File: config.mk
export PLATFORM = sky130hd
export DESIGN_NAME = rm_core
export DESIGN_NICKNAME = d
export VERILOG_FILES = /design/src/rtl/rm_pkg.sv /design/src/rtl/rm_regfile.sv /design/src/rtl/rm_decode.sv /design/src/rtl/rm_ctrl.sv /design/src/rtl/rm_core.sv
export SDC_FILE = /design/constraint.sdc
export NUM_CORES = 2
export LEC_CHECK = 0
export ABC_AREA = 1
export BUFFER_PORTS_ARGS = -buffer_cell sky130_fd_sc_hd__buf_2
export CAP_MARGIN = 15
export CORE_UTILIZATION = 40
export CTS_CLUSTER_SIZE = 24
export DETAILED_ROUTE_END_ITERATION = 12
export PLACE_DENSITY_LB_ADDON = 0.2
export SYNTH_ARGS = -nofsm -noshare
export SYNTH_HDL_FRONTEND = slang
export SYNTH_SLANG_ARGS = --single-unit
File: constraint.sdc
create_clock -name clk -period 4.78 [get_ports clk]
set_input_delay 1.195 -clock clk [delete_from_list [all_inputs] [get_ports clk]]
set_output_delay 1.195 -clock clk [all_outputs]
set_load 0.01 [all_outputs]
File: src/rtl/rm_pkg.sv
package rm_pkg;
  typedef logic [31:0] word_t;

  localparam int RM_NREG = 16;
  localparam int RM_IW   = $clog2(RM_NREG);

  typedef enum logic [3:0] {
    CL_NOP, CL_ALU_R, CL_ALU_M, CL_CMP_R, CL_CMP_M,
    CL_STORE, CL_JREG, CL_JABS, CL_JCOND, CL_LINK
  } cls_e;

  // flag bit positions
  localparam int FL_EQ = 0;
  localparam int FL_LT = 1;
  localparam int FL_GT = 2;

  function automatic cls_e rm_class(input logic [5:0] op, input logic [1:0] rsv);
    cls_e c;
    c = CL_NOP;
    if (rsv == 2'b00) begin
      unique case (op[5:4])
        2'b00: c = (op[3] == 1'b0 && op[2:0] inside {[3'd1:3'd6]}) ? CL_ALU_R : CL_NOP;
        2'b01: c = (op[3] == 1'b0 && op[2:0] inside {[3'd1:3'd6]}) ? CL_ALU_M : CL_NOP;
        2'b10: begin
          case (op[3:0])
            4'h0: c = CL_CMP_R;
            4'h1: c = CL_CMP_M;
            4'h2: c = CL_STORE;
            4'h8: c = CL_JREG;
            4'h9: c = CL_JABS;
            4'hA: c = CL_JCOND;
            4'hB: c = CL_LINK;
            default: c = CL_NOP;
          endcase
        end
        default: c = CL_NOP;
      endcase
    end
    return c;
  endfunction

  function automatic word_t rm_alu(input logic [2:0] fn, input word_t a, input word_t b);
    case (fn)
      3'd1: return b;
      3'd2: return a + b;
      3'd3: return a - b;
      3'd4: return a & b;
      3'd5: return a | b;
      3'd6: return a ^ b;
      default: return a;
    endcase
  endfunction

  function automatic logic [2:0] rm_cmp(input word_t a, input word_t b);
    logic [2:0] f;
    f = '0;
    if (a == b)                       f[FL_EQ] = 1'b1;
    else if ($signed(a) < $signed(b)) f[FL_LT] = 1'b1;
    else                              f[FL_GT] = 1'b1;
    return f;
  endfunction
endpackage

File: src/rtl/rm_regfile.sv
module rm_regfile
  import rm_pkg::*;
#(
  parameter int NREG = RM_NREG,
  localparam int IW  = $clog2(NREG)
) (
  input  logic          clk,
  input  logic          rst_n,
  input  logic [IW-1:0] ra_idx,
  output word_t         ra_val,
  input  logic [IW-1:0] rb_idx,
  output word_t         rb_val,
  input  logic          wr_en,
  input  logic [IW-1:0] wr_idx,
  input  word_t         wr_data
);
  word_t regs_q [NREG];

  assign ra_val = regs_q[ra_idx];
  assign rb_val = regs_q[rb_idx];

  always_ff @(posedge clk or negedge rst_n) begin
    if (!rst_n) begin
      for (int i = 0; i < NREG; i++) regs_q[i] <= '0;
    end else if (wr_en) begin
      regs_q[wr_idx] <= wr_data;
    end
  end


  wr_readback_chk: assert property (@(posedge clk) disable iff (!rst_n)
    wr_en |=> regs_q[$past(wr_idx)] == $past(wr_data));
endmodule

File: src/rtl/rm_decode.sv
module rm_decode
  import rm_pkg::*;
#(
  parameter int AW = 16
) (
  input  word_t             instr,
  input  logic [AW-1:0]     rx_lo,
  output cls_e              cls,
  output logic [2:0]        fn,
  output logic [RM_IW-1:0]  rd_idx,
  output logic [RM_IW-1:0]  rx_idx,
  output logic [2:0]        cond,
  output logic [AW-1:0]     ea
);
  function automatic logic [AW-1:0] calc_ea(input logic [15:0] off,
                                            input logic [AW-1:0] base,
                                            input logic use_base);
    return AW'(off) + (use_base ? base : '0);
  endfunction

  assign cls    = rm_class(instr[31:26], instr[17:16]);
  assign fn     = instr[28:26];
  assign rd_idx = instr[25:22];
  assign rx_idx = instr[21:18];
  assign cond   = instr[24:22];
  assign ea     = calc_ea(instr[15:0], rx_lo, rx_idx != '0);
endmodule

File: src/rtl/rm_ctrl.sv
module rm_ctrl
  import rm_pkg::*;
#(
  parameter int AW = 16
) (
  input  logic          clk,
  input  logic          rst_n,
  input  cls_e          cls,
  input  logic [2:0]    cond,
  input  word_t         cmp_a,
  input  word_t         cmp_b,
  input  logic [AW-1:0] ea,
  input  logic [AW-1:0] jr_tgt,
  output logic [AW-1:0] pc,
  output logic [AW-1:0] pc_inc
);
  logic [AW-1:0] pc_q, pc_nx;
  logic [2:0]    flags_q;
  logic          cmp_evt, jc_hit, redirect;

  assign pc      = pc_q;
  assign pc_inc  = pc_q + 1'b1;
  assign cmp_evt = (cls == CL_CMP_R) || (cls == CL_CMP_M);
  assign jc_hit  = (cls == CL_JCOND) && ((cond & flags_q) != 3'b000);

  always_comb begin
    pc_nx    = pc_inc;
    redirect = 1'b0;
    case (cls)
      CL_JREG:          begin pc_nx = jr_tgt; redirect = 1'b1; end
      CL_JABS, CL_LINK: begin pc_nx = ea;     redirect = 1'b1; end
      CL_JCOND: if (jc_hit) begin pc_nx = ea; redirect = 1'b1; end
      default: ;
    endcase
  end

  always_ff @(posedge clk or negedge rst_n) begin
    if (!rst_n) begin
      pc_q    <= '0;
      flags_q <= '0;
    end else begin
      pc_q <= pc_nx;
      if (cmp_evt) flags_q <= rm_cmp(cmp_a, cmp_b);
    end
  end


  cmp_onehot_chk: assert property (@(posedge clk) disable iff (!rst_n)
    cmp_evt |=> $countones(flags_q) == 1);

  flags_hold_chk: assert property (@(posedge clk) disable iff (!rst_n)
    !cmp_evt |=> $stable(flags_q));

  seq_pc_chk: assert property (@(posedge clk) disable iff (!rst_n)
    !redirect |=> pc_q == AW'($past(pc_q) + 1'b1));

  jc_never_chk: assert property (@(posedge clk) disable iff (!rst_n)
    (cls == CL_JCOND && cond == 3'b000) |=> pc_q == AW'($past(pc_q) + 1'b1));
endmodule

File: src/rtl/rm_core.sv
module rm_core
  import rm_pkg::*;
#(
  parameter int AW = 16
) (
  input  logic          clk,
  input  logic          rst_n,
  output logic [AW-1:0] imem_addr,
  input  logic [31:0]   imem_data,
  output logic [AW-1:0] dmem_addr,
  input  logic [31:0]   dmem_rdata,
  output logic [31:0]   dmem_wdata,
  output logic          dmem_we
);
  cls_e             cls;
  logic [2:0]       fn, cond;
  logic [RM_IW-1:0] rd_idx, rx_idx;
  word_t            rd_val, rx_val, opb, alu_y, wb_data;
  logic [AW-1:0]    ea, pc, pc_inc;
  logic             wb_en, is_link;

  rm_decode #(.AW(AW)) u_dec (
    .instr(imem_data), .rx_lo(rx_val[AW-1:0]), .cls(cls), .fn(fn),
    .rd_idx(rd_idx), .rx_idx(rx_idx), .cond(cond), .ea(ea)
  );

  rm_regfile #(.NREG(RM_NREG)) u_rf (
    .clk(clk), .rst_n(rst_n),
    .ra_idx(rd_idx), .ra_val(rd_val),
    .rb_idx(rx_idx), .rb_val(rx_val),
    .wr_en(wb_en), .wr_idx(rd_idx), .wr_data(wb_data)
  );

  assign opb     = (cls == CL_ALU_M || cls == CL_CMP_M) ? dmem_rdata : rx_val;
  assign alu_y   = rm_alu(fn, rd_val, opb);
  assign is_link = (cls == CL_LINK);
  assign wb_en   = (cls == CL_ALU_R) || (cls == CL_ALU_M) || is_link;
  assign wb_data = is_link ? word_t'(pc_inc) : alu_y;

  rm_ctrl #(.AW(AW)) u_ctl (
    .clk(clk), .rst_n(rst_n), .cls(cls), .cond(cond),
    .cmp_a(rd_val), .cmp_b(opb), .ea(ea), .jr_tgt(rd_val[AW-1:0]),
    .pc(pc), .pc_inc(pc_inc)
  );

  assign imem_addr  = pc;
  assign dmem_addr  = ea;
  assign dmem_wdata = rd_val;
  assign dmem_we    = (cls == CL_STORE);


  no_index_chk: assert property (@(posedge clk) disable iff (!rst_n)
    (imem_data[21:18] == 4'd0) |-> dmem_addr == AW'(imem_data[15:0]));

  store_no_wb_chk: assert property (@(posedge clk) disable iff (!rst_n)
    dmem_we |-> !wb_en);

  link_jump_chk: assert property (@(posedge clk) disable iff (!rst_n)
    is_link |=> imem_addr == $past(dmem_addr));

  store_advance_chk: assert property (@(posedge clk) disable iff (!rst_n)
    dmem_we |=> imem_addr == AW'($past(imem_addr) + 1'b1));
endmodule

==> out/qor.csv <==
stage,metric,value,unit
outcome,status,"finished, violations left",
outcome,violations,negative setup slack,
routing,via_count,44070,
floorplanning,io_pins,131,
synthesis,netlist_area,0.0377,mm²
finish,instances_no_fill,7707,
global_route,gr-usage-all-layers,37.1,%
sta,finalSetupViolations,12,
synthesis,avgSynthCellArea,6.52,µm²
setup_path,crit_start,imem_data[18],
clock_tree,cts.sinks,531,
sta,relSlewSlack,31.5,%
sta,period_needed,5.04,ns
finish,seq_area,0.0133,mm²
global_route,antenna_found_initial,5,
routing,route.detailed.drc,0,
setup_path,reg2reg_slack,0.27,ns
place,gp_congestion,0.986,
sta,finalSetupTns,-2.16,ns
floorplanning,die_x,309,µm
sta,fmax,0.198,GHz
flow_run,maxCapViolCount,0,
place,hpwl,121000,µm
power_and_ir_drop,static-leakage-power,0.0259,µW
synthesis,synth_warnings,0,
synthesis,syn-num-nets,5967,
clock_tree,cts_tree,yes,
power_and_ir_drop,power_density,338,mW/mm²
setup_path,critPathLaunchType,input pin,
setup_path,reg2reg_to,u_ctl.pc[11],
setup_path,endpoint,dmem_addr[8],
place,dp.cells,7547,
power_and_ir_drop,vdd_drop_max,0.000361,V
synthesis,ys_seq_area_share,35.2,%
setup_path,worst-r2r-cell-count,36,
place,port_buffers,130,
clock_tree,ctsHoldBuffers,0,
sta,fin_crit_sh,105,%
global_route,grt_pass1_vias,41453,
finish,area_delta_synth_final,28.2,%
synthesis,yosys.area.top_type_share,35.2,%
clock_tree,clk-insertion-delay-late,0.68,ns
routing,via_per_inst,5.72,
sta,tightestPinTransition,1.03,ns
clock_tree,cts_max_path_buffers,3,
sta,hold_ws,0.479,ns
finish,multi_input_area,0.0217,mm²
setup_path,reg2reg_from,u_rf.regs_q[482],
setup_path,endpoint_kind,primary output,
synthesis,syn_inst,5786,
global_route,grt_max_degree,109,
routing,wl,181000,µm
sta,grt_setup_unrepaired,yes,
global_route,grt-ovfl-total,0,
floorplanning,die_y,309,µm
setup_path,crit_required,3.59,ns
synthesis,synthTopCellsByArea,"dfrtp_1 (35%), nand2_1 (24%), nand3_1 (9.2%), nor2_1 (3.8%), ha_1 (3.7%)",
worst_hold_path,min_path_cells,2,
finish,fillers,9286,
sta,worst_slack,-0.259,ns
routing,wl_per_cell,23.5,µm
worst_hold_path,worstHoldPathType,register to register,
floorplanning,rows,112,
clock_tree,cts.reportedPaths.clkPinSlew,0.06,ns
routing,dr.pass1.iters,6,
floorplanning,die-area,0.0956,mm²
setup_path,cp_max_fo,16,
sta,skew,0.0299,ns
routing,detail_route.iter0.violations,6021,
global_route,grt_pass1_wl,265000,µm
clock_tree,htree_num_levels,2,
worst_hold_path,hp-start,u_rf.regs_q[194],
sta,maxSlewViolCount,0,
floorplanning,core,0.0933,mm²
sta,final-hold-violation-count,0,
finish,antenna_cells,0,
finish,drive_gt1_share,19.6,%
clock_tree,cts_root_buffer,clkbuf_16,
synthesis,async_flop_share,100,%
setup_path,cp_data_arrival_time,3.84,ns
setup_path,path_class,input pin to primary output,
synthesis,synth_top_cell_by_area,dfrtp_1,
synthesis,synth_edf_count,0,
synthesis,synth_ff_type,dfrtp_1,
synthesis,synthDistinctLibCells,55,
finish,layout_commonest_cell,nand2_1,
synthesis,ys_ff_latch,531,
routing,antenna_left,0,
clock_tree,cts_buffers,61,
finish,final_core_util,51.8,%
place,pre_cts_ws,-0.510,ns
finish,final_cell_mix,"nand2_1 (2372), nand3_1 (686), buf_4 (671)",
floorplanning,initial_core_util,40.4,%
finish,nNetsFinal,6582,
==> metal layers <==
metal,up-vias,wire length [µm],global-route usage (%)
met5,-,72,0
met4,8,11200,20.0
met3,621,19500,7.46
met2,2650,80100,58.3
met1,20781,70500,48.0
li1,20010,-,-
==> registers in the layout, summed over array words and instances, names as in the netlist <==
| signal | count |
|---|---|
| u_ctl.pc | 16 |
| u_rf.regs_q | 512 |
| u_ctl.flags_q | 3 |
==> synth_stat cells, types with 23 or more instances <==
cell type,number
inv_1,353
buf_1,23
nand2_2,24
dfrtp_1,531
o21ai_0,239
inv_2,28
a21oi_1,132
buf_2,183
o22ai_1,194
nor3_1,23
a22oi_1,96
nor2_1,383
ha_1,112
nand3_1,692
nand2_1,2381
clkbuf_1,135
==> cells by family (layout without fill, tap and decap cells) <==
kind of cell / Yosys count / after routing / synth area share (%)
buf+inv: 756 / 1423 / 8.55
flops: 531 / 531 / 35.2
simple gates: 3601 / 3601 / 39.5
fa+ha+maj: 115 / 115 / 3.87
xor+xnor: 27 / 27 / 0.627
compound gates: 756 / 756 / 12.3
==> through the flow <==
stage / power (µW) / cell area (µm²)
floorplan: 8270 / 37800
global placement: 10900 / 45300
detailed placement: 10900 / 45300
CTS: 16100 / 48100
global route: 17100 / 48400
finish: 16300 / 48400
==> final cells by class <==
| type | instances | share of cell area [%] |
|---|---|---|
| multi-input combinational | 4499 | 44.9 |
| sequential | 531 | 27.5 |
| timing repair buffer | 925 | 16.9 |
| clock buffer | 83 | 3.70 |
| tap | 1254 | 3.24 |
| inverter | 383 | 3.03 |
| clock inverter | 32 | 0.796 |
==> worst max-delay path, stage by stage <==
cell       delay (ns)
clkbuf_16        0.17
inv_16           0.14
buf_12           0.14
nand2_1          0.07
nand3_2          0.11
nand3_2          0.08
nand2_1          0.06
nor2_1           0.06
nor2_2           0.26
nor2_2           0.09
ha_4             0.29
buf_6            0.10
nand3_2          0.08
nand2_2          0.07
nand2_1          0.05
nand2_1          0.05
a21o_1           0.16
buf_4            0.12
inv_1            0.04
o21ai_2          0.14
xor2_2           0.20
buf_2            0.16
==> worst min path at each step <==
stage / slack, ns / end
final: 0.48 / u_rf.regs_q[194]
after global routing: 0.49 / u_rf.regs_q[142]
after CTS: 0.48 / u_rf.regs_q[142]
after detailed placement: 0.46 / u_rf.regs_q[239]
after global placement: 0.46 / u_rf.regs_q[237]
after floorplan: 0.45 / u_rf.regs_q[130]
==> report_power, final <==
part | internal (µW) | total [µW] | leakage [µW] | switching (µW)
Clock | 2950 | 5110 | 0.00107 | 2160
Sequential | 5060 | 5560 | 0.00723 | 501
Combinational | 2350 | 5670 | 0.0176 | 3320
==> timing repair <==
| item | 4_1_cts | 5_1_grt |
|---|---|---|
| pin swaps | 29 | 12 |
| cloned | 4 | 2 |
| resized for setup | 84 | 40 |
| setup buffers | 34 | 7 |
| endpoints found under the setup margin | 11 | 187 |
No activity file was read; power rests on OpenSTA's default activity.
